## config.mk

```make
export PLATFORM = sky130hd
export DESIGN_NAME = offs_loader
export DESIGN_NICKNAME = d
export VERILOG_FILES = /design/src/rtl/offs_pkg.sv /design/src/rtl/offs_mode_latch.sv /design/src/rtl/offs_clamp.sv /design/src/rtl/offs_serial_shift.sv /design/src/rtl/offs_par_seq.sv /design/src/rtl/offs_loader.sv
export SDC_FILE = /design/constraint.sdc
export NUM_CORES = 1
export LEC_CHECK = 0
export ABC_CLOCK_PERIOD_IN_PS = 3300
export BUFFER_PORTS_ARGS = -buffer_cell sky130_fd_sc_hd__buf_2
export CAP_MARGIN = 20
export CORE_ASPECT_RATIO = 2
export CORE_MARGIN = 8
export CORE_UTILIZATION = 50
export CTS_BUF_LIST = sky130_fd_sc_hd__clkbuf_8
export DETAILED_ROUTE_END_ITERATION = 6
export PLACE_DENSITY_LB_ADDON = 0.12
export SLEW_MARGIN = 5
export SYNTH_ARGS = -nofsm -noshare
export SYNTH_HDL_FRONTEND = slang
export SYNTH_SLANG_ARGS = --single-unit
```

## constraint.sdc

```tcl
create_clock -name clk -period 3.3 [get_ports clk]
set_input_delay 0.33 -clock clk [delete_from_list [all_inputs] [get_ports clk]]
set_output_delay 0.33 -clock clk [all_outputs]
set_load 0.01 [all_outputs]
```

## src/rtl/offs_pkg.sv

```systemverilog
package offs_pkg;

  typedef enum logic [1:0] {
    MODE_PRESET   = 2'd0,
    MODE_SERIAL   = 2'd1,
    MODE_PARALLEL = 2'd2
  } load_mode_e;

  function automatic load_mode_e decode_mode(input logic [2:0] s);
    if (s == 3'd5)      return MODE_SERIAL;
    else if (s >= 3'd6) return MODE_PARALLEL;
    else                return MODE_PRESET;
  endfunction

  function automatic logic [31:0] preset_value(input logic [2:0] s);
    case (s)
      3'd0:    return 32'd8;
      3'd1:    return 32'd16;
      3'd2:    return 32'd64;
      3'd3:    return 32'd256;
      default: return 32'd1024;
    endcase
  endfunction

endpackage

```

## src/rtl/offs_mode_latch.sv

```systemverilog
module offs_mode_latch
  import offs_pkg::*;
(
  input  logic       clk,
  input  logic       rst,
  input  logic [2:0] sel_i,
  output load_mode_e mode_o
);
  load_mode_e mode_q;

  always_ff @(posedge clk) begin
    if (rst) mode_q <= decode_mode(sel_i);
  end

  assign mode_o = mode_q;
endmodule

```

## src/rtl/offs_clamp.sv

```systemverilog
module offs_clamp #(
  parameter int IW   = 11,
  parameter int W    = 11,
  parameter int MAXO = 2044
) (
  input  logic [IW-1:0] in_i,
  output logic [W-1:0]  out_o
);
  localparam logic [IW+W-1:0] MAX_WIDE = (IW+W)'(MAXO);
  logic [IW+W-1:0] wide;

  assign wide = {{W{1'b0}}, in_i};

  always_comb begin
    if (wide == '0)            out_o = W'(1);
    else if (wide > MAX_WIDE)  out_o = W'(MAXO);
    else                       out_o = wide[W-1:0];
  end
endmodule

```

## src/rtl/offs_serial_shift.sv

```systemverilog
module offs_serial_shift #(
  parameter int W = 11
) (
  input  logic         clk,
  input  logic         rst,
  input  logic         en_i,
  input  logic         bit_en_i,
  input  logic         bit_i,
  output logic [4*W-1:0] word_o,
  output logic         fire_o
);
  localparam int TOT = 4 * W;
  localparam int CW  = $clog2(TOT);
  localparam logic [CW-1:0] LAST = CW'(TOT - 1);

  logic [TOT-2:0] shift_q;
  logic [CW-1:0]  cnt_q;
  logic           take;

  assign take   = en_i && bit_en_i;
  assign fire_o = take && (cnt_q == LAST);
  assign word_o = {shift_q, bit_i};

  always_ff @(posedge clk) begin
    if (rst) begin
      shift_q <= '0;
      cnt_q   <= '0;
    end else if (take) begin
      shift_q <= {shift_q[TOT-3:0], bit_i};
      cnt_q   <= (cnt_q == LAST) ? '0 : cnt_q + 1'b1;
    end
  end
endmodule

```

## src/rtl/offs_par_seq.sv

```systemverilog
module offs_par_seq (
  input  logic       clk,
  input  logic       rst,
  input  logic       en_i,
  input  logic       wr_i,
  output logic [3:0] we_o,
  output logic       last_o
);
  logic [1:0] idx_q;
  logic       take;

  assign take   = en_i && wr_i;
  assign last_o = take && (idx_q == 2'd3);

  for (genvar i = 0; i < 4; i++) begin : g_we
    assign we_o[i] = take && (idx_q == 2'(i));
  end

  always_ff @(posedge clk) begin
    if (rst)       idx_q <= '0;
    else if (take) idx_q <= idx_q + 1'b1;
  end
endmodule

```

## src/rtl/offs_loader.sv

```systemverilog
module offs_loader
  import offs_pkg::*;
#(
  parameter int DEPTH = 2048,
  parameter int BUS_W = 36,
  localparam int W    = $clog2(DEPTH)
) (
  input  logic             clk,
  input  logic             rst,
  input  logic             prst,
  input  logic [2:0]       mode_sel,
  input  logic             ser_en,
  input  logic             ser_bit,
  input  logic             par_wr,
  input  logic [BUS_W-1:0] par_bus,
  output logic [W-1:0]     ofs_ae1,
  output logic [W-1:0]     ofs_af1,
  output logic [W-1:0]     ofs_ae2,
  output logic [W-1:0]     ofs_af2,
  output logic             ready
);
  localparam int MAXO = DEPTH - 4;
  localparam int TOT  = 4 * W;

  load_mode_e     mode_q;
  logic           loaded_q, loaded_d, ready_q;
  logic           ser_active, par_active, ser_fire, par_last;
  logic [TOT-1:0] ser_word;
  logic [3:0]     par_we;
  logic [W-1:0]   par_val, preset_val;
  logic [W-1:0]   ser_val [4];
  logic [W-1:0]   ofs_q   [4];
  logic           is_preset_sel;

  offs_mode_latch u_mode (
    .clk(clk), .rst(rst), .sel_i(mode_sel), .mode_o(mode_q)
  );

  assign ser_active = !rst && !loaded_q && (mode_q == MODE_SERIAL);
  assign par_active = !rst && !loaded_q && (mode_q == MODE_PARALLEL);

  offs_serial_shift #(.W(W)) u_ser (
    .clk(clk), .rst(rst), .en_i(ser_active), .bit_en_i(ser_en),
    .bit_i(ser_bit), .word_o(ser_word), .fire_o(ser_fire)
  );

  offs_par_seq u_par (
    .clk(clk), .rst(rst), .en_i(par_active), .wr_i(par_wr),
    .we_o(par_we), .last_o(par_last)
  );

  offs_clamp #(.IW(BUS_W), .W(W), .MAXO(MAXO)) u_clamp_par (
    .in_i(par_bus), .out_o(par_val)
  );

  offs_clamp #(.IW(32), .W(W), .MAXO(MAXO)) u_clamp_pre (
    .in_i(preset_value(mode_sel)), .out_o(preset_val)
  );

  assign is_preset_sel = (decode_mode(mode_sel) == MODE_PRESET);

  for (genvar i = 0; i < 4; i++) begin : g_ofs
    offs_clamp #(.IW(W), .W(W), .MAXO(MAXO)) u_clamp_ser (
      .in_i(ser_word[TOT-1-i*W -: W]), .out_o(ser_val[i])
    );

    always_ff @(posedge clk) begin
      if (rst)            ofs_q[i] <= is_preset_sel ? preset_val : '0;
      else if (ser_fire)  ofs_q[i] <= ser_val[i];
      else if (par_we[i]) ofs_q[i] <= par_val;
    end
  end

  assign loaded_d = loaded_q || (mode_q == MODE_PRESET) || ser_fire || par_last;

  always_ff @(posedge clk) begin
    if (rst) begin
      loaded_q <= 1'b0;
      ready_q  <= 1'b0;
    end else begin
      loaded_q <= loaded_d;
      ready_q  <= loaded_d && !prst;
    end
  end

  assign ofs_ae1 = ofs_q[0];
  assign ofs_af1 = ofs_q[1];
  assign ofs_ae2 = ofs_q[2];
  assign ofs_af2 = ofs_q[3];
  assign ready   = ready_q;
endmodule

```

* Word-level counts from Yosys, hierarchy flattened *
Memory sizes are Yosys's and may differ from the RTL's.
Index checks and enable logic that the tools add are counted.

word-level totals
  register bits after elaboration = 55
  RAM bits = 44
  output and inout port bits = 45
  logic and storage cells = 107
  memories = 1

memory list
  name   words  bits a word  read ports  clocked after Yosys merged registers in  write ports  RTL line           text
  ofs_q  4      11           4           0                                        4            offs_loader.sv:32  logic [W-1:0] ofs_q [4];

operators by class
  add/sub/neg operators = 2
  $lt $le $gt $ge = 7
  eq/ne operators = 10
  muxes and demuxes = 46
  bitwise logic cells = 8
  reductions and logical operators = 27

operator list
  kind                                                                     number
  11-bit 2-to-1 mux                                                        21
  22-bit logical NOT                                                       4
  11-bit > comparator (second input constant)                              5
  47-bit logical NOT                                                       1
  11-bit case mux with 4 select lines                                      1
  43-bit logical NOT                                                       1
  36-bit by 11-bit > comparator with 1-bit output (second input constant)  1
  1-bit 2-to-1 mux                                                         21
  1-bit logical AND                                                        11
  1-bit bitwise OR                                                         8
  6-bit by 1-bit adder with 6-bit output (second input constant)           1
  2-bit == test (second input constant)                                    3
  3-bit by 2-bit == test with 1-bit output (second input constant)         2
  6-bit == test (second input constant)                                    1
  2-bit logical NOT                                                        3
  6-bit 2-to-1 mux                                                         1
  2-bit by 1-bit == test with 1-bit output (second input constant)         2
  2-bit 2-to-1 mux                                                         2
  3-bit by 1-bit == test with 1-bit output (second input constant)         1
  3-bit == test (second input constant)                                    1
  3-bit >= comparator (second input constant)                              1
  1-bit logical NOT                                                        3
  3-bit logical NOT                                                        1
  1-bit logical OR                                                         3
  2-bit by 1-bit adder with 2-bit output (second input constant)           1

* Logic depth before layout (Yosys ltp) *
Gate-level depths: netlist of run 1.

  depth in word-level cells = 10
  depth in mapped cells = 8
  gate-level depth less buffers = 5

* Hierarchy *
From an unflattened synthesis of run 1, not the netlist that was laid out.

second synthesis, totals
  cells, all modules = 569
  area, all modules = 5147.4 um2

by module, submodules not included
  module                                 times used  cells an instance  area an instance (um2)  sequential area each (um2)
  offs_loader                            1           190                2317.2                  1361.3
  offs_serial_shift                      1           223                1766.7                  980.9
  offs_clamp (g_ofs[0].u_clamp_ser ...)  4           18                 111.4                   0.0
  offs_par_seq                           1           19                 185.2                   40.0
  offs_clamp (u_clamp_par)               1           31                 181.4                   0.0
  offs_clamp (u_clamp_pre)               1           30                 175.2                   0.0
  offs_mode_latch                        1           4                  76.3                    60.1

* Worst setup path before layout of run 1 *
OpenSTA, ideal clock, no wires.

  path type = input-to-reg
  start point = input rst
  end point = memory ofs_q[0][0], enable pin
  arrival time = 1923 ps
  data required time = 2955 ps
  slack = 1032 ps
  stages = 6
  path buffers = 2
  path through = buf_6 -> or4b_4 -> nor4_4 -> buf_4 -> nor2_1 -> nand2_1

RTL lines
  element          RTL line           text
  start, declared  offs_loader.sv:9   input logic rst,
  end, declared    offs_loader.sv:32

==> results of run 1 <==
-- layer usage --
layer	vias up	track usage [%]
met3	44	5.924
met5	-	0
met4	0	13.74
met2	198	33.48
met1	1902	21.81
li1	1964	-
-- kinds of logic (layout without fill, tap and decap cells) --
logic type / count (synthesis) / in the layout / synth area share [%]
AND/OR/NAND/NOR: 221 / 221 / 23.69
AO/OA/AOI/OAI: 122 / 122 / 16.34
flip-flops: 99 / 99 / 53.52
buffers and inverters: 37 / 125 / 3.921
XOR/XNOR: 6 / 6 / 1.152
adder cells (fa/ha/maj): 5 / 5 / 1.371
-- state kept, by name, indices dropped and copies added, names as in the netlist --
name / cells
ready: 1
u_ser.shift_q: 43
u_mode.mode_o: 2
u_par.idx_q: 2
ofs_q: 44
loaded_q: 1
u_ser.cnt_q: 6
-- critical path: stages, from the launching register on --
cell and delay, ns:
edfxtp_1 0.43, or4b_4 0.54, nor4_4 0.21, buf_4 0.26
nor2_1 0.13, nand2_1 0.38
-- placed cells by master, fill, tap and decap left out, types with 3 or more instances in the layout --
| master | instances |
|---|---|
| a21oi_1 | 64 |
| a22oi_1 | 13 |
| a31o_2 | 3 |
| a31oi_1 | 6 |
| a32o_1 | 4 |
| and2_1 | 5 |
| and3_1 | 4 |
| buf_2 | 89 |
| buf_4 | 9 |
| clkbuf_8 | 10 |
| dfxtp_1 | 53 |
| edfxtp_1 | 46 |
| ha_1 | 5 |
| inv_1 | 13 |
| nand2_1 | 117 |
| nand3_1 | 17 |
| nand4_1 | 6 |
| nor2_1 | 15 |
| nor3_1 | 16 |
| nor4_1 | 26 |
| o21ai_0 | 14 |
| o2bb2ai_1 | 7 |
| o31a_1 | 3 |
| o31ai_1 | 4 |
| xnor2_1 | 6 |
-- power groups by stage --
stage / combinational (W) / sequential [W] / clock [W]
after floorplan: 0.0000689 / 0.00137 / 0
after global placement: 0.000161 / 0.00135 / 0
after detailed placement: 0.000165 / 0.00135 / 0
after CTS: 0.000165 / 0.00132 / 0.000850
after global routing: 0.000180 / 0.00133 / 0.000896
final: 0.000165 / 0.00132 / 0.000844
-- per-stage QoR --
step | area [um2] | std cells | setup slack [ns] | hold slack (ns)
after detailed placement | 5066 | 664 | 0.7321 | 0.4738
after global routing | 5285 | 680 | 0.7860 | 0.1092
final | 5285 | 680 | 0.9798 | 0.1041
after CTS | 5285 | 680 | 0.9677 | 0.09482
after global placement | 5066 | 664 | 0.8249 | 0.4635
after floorplan | 4563 | 490 | 1.032 | 0.3991
-- synth_stat cells (all sizes together) (7+ instances only) --
master,n,share of area (%)
nor2,16,1.4
edfxtp,46,30
nor4,28,4.5
buf,12,1.9
dfxtp,53,23
nor3,16,1.8
inv,11,0.90
clkbuf,14,1.2
a21oi,64,7.0
nand3,17,1.9
a22oi,14,2.4
nand2,117,9.6
o21ai,14,1.5
o2bb2ai,7,1.3
-- worst min path at each step --
| stage | slack (ns) | endpoint |
|---|---|---|
| after floorplan | 0.40 | ready |
| after global placement | 0.46 | u_ser.cnt_q[1] |
| after detailed placement | 0.47 | u_ser.cnt_q[1] |
| after CTS | 0.09 | ready |
| after global routing | 0.11 | ready |
| final | 0.10 | ready |
-- area by class of cell --
cell class                 instances  area share [%]
sequential                        99           46.21
multi-input combinational        354           36.74
timing repair buffer              98           9.706
clock buffer                      10           2.604
tap                              102           2.415
clock inverter                     6           1.539
inverter                          11          0.7812
==> impl_metrics.tcl, run 1 <==
set metrics [dict create \
    synth_edf_count 46 \
    die-height_um 151.1 \
    cp_max_fo 19 \
    antenna_found_initial 0 \
    synthFlopType "dfxtp_1" \
    synth_seq_cells 99 \
    grt_max_degree 45 \
    core_area_um2 8951 \
    rsz0062_at_grt "no" \
    grt_use_total_pct 20.19 \
    p_clk_share_pct 36.2 \
    final_core_util_pct 59.04 \
    vias 4108 \
    cp-start-kind "flop" \
    final_nets 623 \
    clk_pin_slew_ns 0.09 \
    postCtsSetupRepairBufs 0 \
    cts_hold_buf 0 \
    worstRegToRegCells 5 \
    cts_buffers 9 \
    p_seq_share_pct 56.8 \
    clockBufferDepth 2 \
    crit_path_end_kind "flop" \
    power.total_w 0.002333 \
    m1WireLength_mm 4.981 \
    syn_nets 540 \
    avgSynthCellArea_um2 9.313 \
    fmax_ghz 0.4310 \
    dieArea_um2 12620 \
    grt_pass1_vias 3982 \
    reg2reg_setup_slack_ns 0.98 \
    regArea_um2 2442 \
    critical_path_class "flop to flop" \
    wl_mm 12.86 \
    drc 0 \
    tritoncts "yes" \
    ios 90 \
    diodes 0 \
    dr_wl_met3_mm 1.036 \
    multi_input_area_um2 1942 \
    ant_nets 0 \
    internal_power_w 0.001817 \
    tightest_slew_ns 0.8370 \
    power.switching_w 0.0005159 \
    slew_violations 0 \
    hold_start "prst" \
    fillers 817 \
    setup_violations 0 \
    power_frac_comb_pct 7.1 \
    syn_area_um2 4563 \
    dp_hpwl_mm 9.860 \
    htreeDepth 3 \
    switching_share_pct 22.12 \
    ys_seq_area_share_pct 53.52 \
    wl_met2_mm 6.181 \
    drt_first_pass_iters 5 \
    routedWlPerCell_um 18.90 \
    place_congestion 0.9393 \
    r2r_start "u_mode.mode_o[1]" \
    finalHoldViolCount 0 \
    drive_gt1_share_pct 21.63 \
    syn2layout_area_growth_pct 15.82 \
    cts-root-buf "clkbuf_8" \
    p_leak_nw 2.001 \
    outcome "completed" \
    clock_latency_ns 0.37 \
    ys_types 42 \
    worstPathRequired_ns 3.32 \
    min_path_type "input port to flop" \
    drv_cap 0 \
    syn_inst 490 \
    tns_ns 0 \
    hold_path_depth 2 \
    pwr_density_cell_nw_per_um2 441.4 \
    r2r_end "ofs_q[2][8]" \
    yosysWarnings 0 \
    finalCritPeriodShare_pct 70.31 \
    cp-startpoint "u_mode.mode_o[1]" \
    rows 49 \
    peakVddDrop_mv 0.3582 \
    grt_pass1_wl_mm 20.32 \
    slew_headroom_pct 43.61 \
    cts.sinks 99 \
    start_util_pct 50.98 \
    post_cts_resized 0 \
    endpoint "ofs_q[2][8]" \
    vias_per_cell 6.041 \
    grt_overflow 0 \
    portBuffers 89 \
    synthArstFlopShare_pct 0 \
    crit_arrival_ns 2.34 \
    layout_min_cycle_time_ns 2.320 \
    top_layer_used "met4" \
    fp.dieW_um 83.55 \
    drtIter0Drc 246 \
    skew_ns 0.009364 \
]
No activity file was read; power rests on OpenSTA's default activity.
==> run 2, diff against run 1 <==
--- a/config.mk
+++ b/config.mk
@@ -5,7 +5,7 @@
 export SDC_FILE = /design/constraint.sdc
 export NUM_CORES = 1
 export LEC_CHECK = 0
-export ABC_CLOCK_PERIOD_IN_PS = 3300
+export ABC_CLOCK_PERIOD_IN_PS = 2120
 export BUFFER_PORTS_ARGS = -buffer_cell sky130_fd_sc_hd__buf_2
 export CAP_MARGIN = 20
 export CORE_ASPECT_RATIO = 2
==> constraint.sdc (replaced) <==
create_clock -name clk -period 2.12 [get_ports clk]
set_input_delay 0.212 -clock clk [delete_from_list [all_inputs] [get_ports clk]]
set_output_delay 0.212 -clock clk [all_outputs]
set_load 0.01 [all_outputs]
==> run 2 against run 1 <==
Compared with the run above: routed wire length increased by 3.0%; clock-buffer cell count decreased by 1; critical path depth did not move; final cell count is 3.8% higher; largest cell class unchanged; maximum frequency rose by 11%; core utilization up 3.5 points; clock skew rose by 0.0044 ns; combinational power increased by 74%; die area is the same.
==> impl_metrics.tcl, run 2 (synthesis results as in run 1) <==
set metrics [dict create \
    outcome "completed" \
    cts-root-buf "clkbuf_8" \
    die-height_um 151.1 \
    r2r_start "u_ser.cnt_q[2]" \
    largest_register_ff_count 44 \
    cp-start-kind "flop" \
    critical_path.max_stage_delay_ns 0.57 \
    p_leak_nw 2.165 \
    slew_violations 0 \
    cp_max_fo 6 \
    fp.dieW_um 83.55 \
    r2r_end "ofs_q[3][3]" \
    grt_overflow 0 \
    peakVddDrop_mv 0.4927 \
    dp_hpwl_mm 9.971 \
    tritoncts "yes" \
    wl_mm 13.24 \
    pwr_density_cell_nw_per_um2 670.0 \
    slew_headroom_pct 41.34 \
    clk_pin_slew_ns 0.09 \
    drv_cap 0 \
    hold_path_depth 3 \
    final_nets 649 \
    diodes 0 \
    finalHoldViolCount 0 \
    reg2reg_setup_slack_ns 0.03 \
    m1WireLength_mm 5.068 \
    whs_endpoint "u_ser.shift_q[0]" \
    fmax_ghz 0.4780 \
    core_area_um2 8951 \
    syn2layout_area_growth_pct 22.62 \
    final_common_cell "nand2_1" \
    setup_violations 0 \
    ios 90 \
    htreeDepth 3 \
    clock_latency_ns 0.37 \
    cpLargestDelayFamily "simple AND/OR/NAND/NOR gates" \
    crit_path_end_kind "flop" \
    dieArea_um2 12620 \
    rsz0062_at_grt "yes" \
    layout_min_cycle_time_ns 2.092 \
    portBuffers 89 \
    place_congestion 0.9192 \
    tightest_slew_ns 0.8706 \
    cp_num_buf_inv 1 \
    min_path_type "input port to flop" \
    critical_path_class "flop to flop" \
    crit_arrival_ns 2.19 \
    largest_registers "ofs_q (44), u_ser.shift_q (43), u_ser.cnt_q (6)" \
    dr_wl_met3_um 980 \
    clockBufferDepth 2 \
    drive_gt1_share_pct 26.16 \
    registers.top_by_ff_count "ofs_q" \
    grt_max_degree 45 \
    grt_pass1_wl_mm 20.62 \
    worstRegToRegCells 5 \
    start_util_pct 50.98 \
    drtIter0Drc 408 \
    wl_met2_mm 6.868 \
    worstPathCellList "or4bb_4 -> or4_4 -> buf_12 -> nand2_1 -> a22oi_1" \
    worst_slack_ns 0.02789 \
    post-place-ws_ns 0.005543 \
    grt_pass1_vias 3933 \
    vias_per_cell 5.942 \
    rows 49 \
    routedWlPerCell_um 18.75 \
    ant_nets 0 \
    final_core_util_pct 62.51 \
    hold_start "ser_bit" \
    skew_ns 0.01377 \
    cpMaxStageDelayCell "or4bb_4" \
    cts_buffers 9 \
    finalCritPeriodShare_pct 98.68 \
    top_layer_used "met4" \
    antenna_found_initial 0 \
    vias 4195 \
    fillers 760 \
    cts.sinks 99 \
    worstPathRequired_ns 2.21 \
    drc 0 \
    final_cell_mix "nand2_1 (115), buf_2 (89), a21oi_1 (63)" \
    drt_first_pass_iters 5 \
    grt_use_total_pct 20.54 \
]
## run 2: cell count changes in the layout (fill, tap and decap cells not counted), sizes merged
cell and change:
inv -1, bufinv +1, dlygate4sd3 +1, buf +25
clkinv +1, clkbuf -1
## run 2: metrics by stage
step / instances / hold slack [ns] / instance area, um2 / TNS, ns / power, W
2_1_floorplan: 490 / 0.2811 / 4563 / -3.949 / 0.002238
3_3_place_gp: 686 / 0.3730 / 5294 / 0 / 0.002382
3_5_place_dp: 686 / 0.3672 / 5294 / 0 / 0.002389
4_1_cts: 703 / 0.08852 / 5539 / 0 / 0.003768
5_1_grt: 706 / 0.1308 / 5595 / -0.02738 / 0.003876
6_report: 706 / 0.1059 / 5595 / 0 / 0.003749
## run 2: metal layers
layer,vias up,GRT usage [%]
li1,2023,-
met1,1942,22.42
met2,210,36.61
met3,20,4.954
met4,0,9.478
met5,-,0
## run 2: worst max-delay path by stage
stage | start | end | cells past startpoint
CTS | u_mode.mode_o[1] | ofs_q[2][10] | 4
global route | u_mode.mode_o[1] | ofs_q[2][8] | 5
detailed placement | u_mode.mode_o[1] | ofs_q[2][10] | 4
floorplan | u_mode.mode_o[1] | ofs_q[0][0] | 5
finish | u_ser.cnt_q[2] | ofs_q[3][3] | 5
global placement | u_mode.mode_o[1] | ofs_q[3][8] | 4
## run 2: cell type report
class,count,area [um2],area share (%)
sequential,99,2445,43.69
multi-input combinational,354,1957,34.97
timing repair buffer,124,789.5,14.11
tap,102,127.6,2.281
clock buffer,9,123.9,2.214
clock inverter,7,111.4,1.990
inverter,11,41.29,0.7379
## run 2: worst min-delay path, stage by stage
cell	delay [ns]
buf_2	0.12
nand2_1	0.06
a21oi_1	0.05
## run 2: report_power, final
part           internal [W]  switching (W)
clock network      0.000775       0.000626
registers           0.00205      0.0000154
logic              0.000114       0.000173
total               0.00293       0.000814
## run 2: what timing repair did
action / in CTS / in global routing
hold buffers: 1 / 0
setup endpoints to repair: 0 / 63
resized for setup: 0 / 12
setup buffers: 0 / 3
hold endpoints to repair: 1 / 0
==> run 3, diff against run 2 <==
--- a/config.mk
+++ b/config.mk
@@ -13,7 +13,8 @@
 export CORE_UTILIZATION = 50
 export CTS_BUF_LIST = sky130_fd_sc_hd__clkbuf_8
 export DETAILED_ROUTE_END_ITERATION = 6
-export PLACE_DENSITY_LB_ADDON = 0.12
+export MAX_ROUTING_LAYER = met4
+export PLACE_DENSITY = 0.72
 export SLEW_MARGIN = 5
 export SYNTH_ARGS = -nofsm -noshare
 export SYNTH_HDL_FRONTEND = slang
==> run 3 against run 2 <==
Compared with the run above: sequential share of layout area is 0.20 points higher; highest routed layer unchanged; clock skew decreased by 0.0078 ns; largest cell class unchanged; worst setup slack improved by 0.011 ns.
==> impl_metrics.tcl, run 3 (synthesis results as in run 1) <==
set metrics [dict create \
    finalHoldViolCount 0 \
    slew_headroom_pct 54.68 \
    peakVddDrop_mv 0.4927 \
    grt_pass1_vias 3982 \
    critical_path_class "flop to flop" \
    drc 0 \
    crit_arrival_ns 2.20 \
    core_area_um2 8951 \
    tightest_slew_ns 0.6726 \
    cpLargestDelayFamily "simple AND/OR/NAND/NOR gates" \
    critical_path.max_stage_delay_ns 0.60 \
    cpMaxStageDelayCell "or4_4" \
    r2r_end "ofs_q[2][8]" \
    post-place-ws_ns 0.009172 \
    endpoint "ofs_q[2][8]" \
    grt_overflow 0 \
    whs_ns 0.1079 \
    die-height_um 151.1 \
    crit_path_end_kind "flop" \
    final_cell_mix "nand2_1 (117), buf_2 (89), a21oi_1 (61)" \
    worst_slack_ns 0.03891 \
    r2r_start "u_mode.mode_o[1]" \
    rsz0062_at_grt "yes" \
    fillers 746 \
    cp_max_fo 11 \
    cp-start-kind "flop" \
    pwr_density_cell_nw_per_um2 643.8 \
    drv_cap 0 \
    routedWlPerCell_um 18.46 \
    cts_buffers 9 \
    ant_nets 0 \
    start_util_pct 50.98 \
    skew_ns 0.005958 \
    power_frac_comb_pct 8.0 \
    drive_gt1_share_pct 26.32 \
    min_path_type "input port to flop" \
    dieArea_um2 12620 \
    worstPathRequired_ns 2.24 \
    htreeDepth 3 \
    worstRegToRegCells 4 \
    p_clk_share_pct 34.4 \
    layout_min_cycle_time_ns 2.081 \
    p_leak_nw 2.143 \
    portBuffers 89 \
    drtIter0Drc 237 \
    dp_hpwl_mm 10.10 \
    tns_ns 0 \
    internal_power_w 0.002764 \
    regArea_um2 2442 \
    wl_mm 13.04 \
    multi_input_area_um2 1976 \
    rows 49 \
    largest_register_ff_count 44 \
    setup_violations 0 \
    antenna_found_initial 0 \
    clockBufferDepth 2 \
    final_nets 649 \
    grt_use_total_pct 20.83 \
    cp-startpoint "u_mode.mode_o[1]" \
    diodes 0 \
    fmax_ghz 0.4805 \
    slew_violations 0 \
    switching_share_pct 22.84 \
    path_depth 4 \
    grt_pass1_wl_mm 20.28 \
    clock_latency_ns 0.37 \
    cts.sinks 99 \
    fin_area_um2 5564 \
    vias 4247 \
    reg2reg_setup_slack_ns 0.04 \
    registers.top_by_ff_count "ofs_q" \
    power.switching_w 0.0008182 \
    cp_num_buf_inv 0 \
    worstPathCellList "or4b_4 -> or4_4 -> a21oi_2 -> o21ai_0" \
    vias_per_cell 6.016 \
    postCtsSetupRepairBufs 0 \
    syn2layout_area_growth_pct 21.94 \
    drt_first_pass_iters 6 \
    ios 90 \
    place_congestion 0.9764 \
    clk_pin_slew_ns 0.09 \
    final_common_cell "nand2_1" \
    finalCritPeriodShare_pct 98.16 \
    largest_registers "ofs_q (44), u_ser.shift_q (43), u_ser.cnt_q (6)" \
    p_seq_share_pct 57.5 \
    grt_max_degree 45 \
    placed_cell_area_um2 5316 \
    tritoncts "yes" \
    outcome "completed" \
    fp.dieW_um 83.55 \
    cts-root-buf "clkbuf_8" \
]
[run 3: cell types whose count changed in the layout (fill, tap and decap cells not counted), sizes merged]
cell / change
clkinvlp: +1
bufinv: -1
[run 3: area by class of cell]
class,count,area share (%)
timing repair buffer,124,13.90
sequential,99,43.89
clock buffer,9,2.226
tap,102,2.294
multi-input combinational,354,35.51
clock inverter,7,1.439
inverter,11,0.7421
[run 3: through the flow]
step | total power, W | instances | util, %
2_1_floorplan | 0.002238 | 490 | -
3_5_place_dp | 0.002391 | 689 | 59.39
4_1_cts | 0.003595 | 706 | 61.78
6_report | 0.003582 | 706 | 62.16
3_3_place_gp | 0.002384 | 689 | 59.39
5_1_grt | 0.003699 | 706 | 62.16
[run 3: what timing repair did]
action                                  4_1_cts  5_1_grt
endpoints found under the hold margin         1        0
endpoints found under the setup margin        0       52
hold buffers                                  1        0
resized for setup                             0        8
[run 3: power groups by stage]
stage | combinational, W | sequential (W) | clock (W)
after global routing | 0.000312 | 0.00207 | 0.00132
after floorplan | 0.000107 | 0.00213 | 0
final | 0.000288 | 0.00206 | 0.00123
after detailed placement | 0.000285 | 0.00211 | 0
after CTS | 0.000287 | 0.00206 | 0.00125
after global placement | 0.000280 | 0.00210 | 0
[run 3: worst min-delay path by stage]
stage	slack, ns	start	cells past startpoint	to
final	0.11	ser_bit	3	u_ser.shift_q[0]
after global routing	0.1	ser_bit	3	u_ser.shift_q[0]
after CTS	0.10	ser_bit	3	u_ser.shift_q[0]
after detailed placement	0.37	prst	2	ready
after global placement	0.37	prst	2	ready
after floorplan	0.28	prst	1	ready
[run 3: worst register-to-register path, cell delays in order, from the launching register on]
cell and delay, ns:
edfxtp_1 0.40, or4b_4 0.54, or4_4 0.60, a21oi_2 0.18, o21ai_0 0.11
[run 3: per-layer routing]
metal / GRT usage, % / part of all wire, % / vias up
li1: - / - / 2016
met2: 34.57 / 49 / 233
met4: 13.83 / 5.4 / 0
met3: 5.600 / 8.4 / 60
met5: - / 0 / -
met1: 21.24 / 37 / 1938
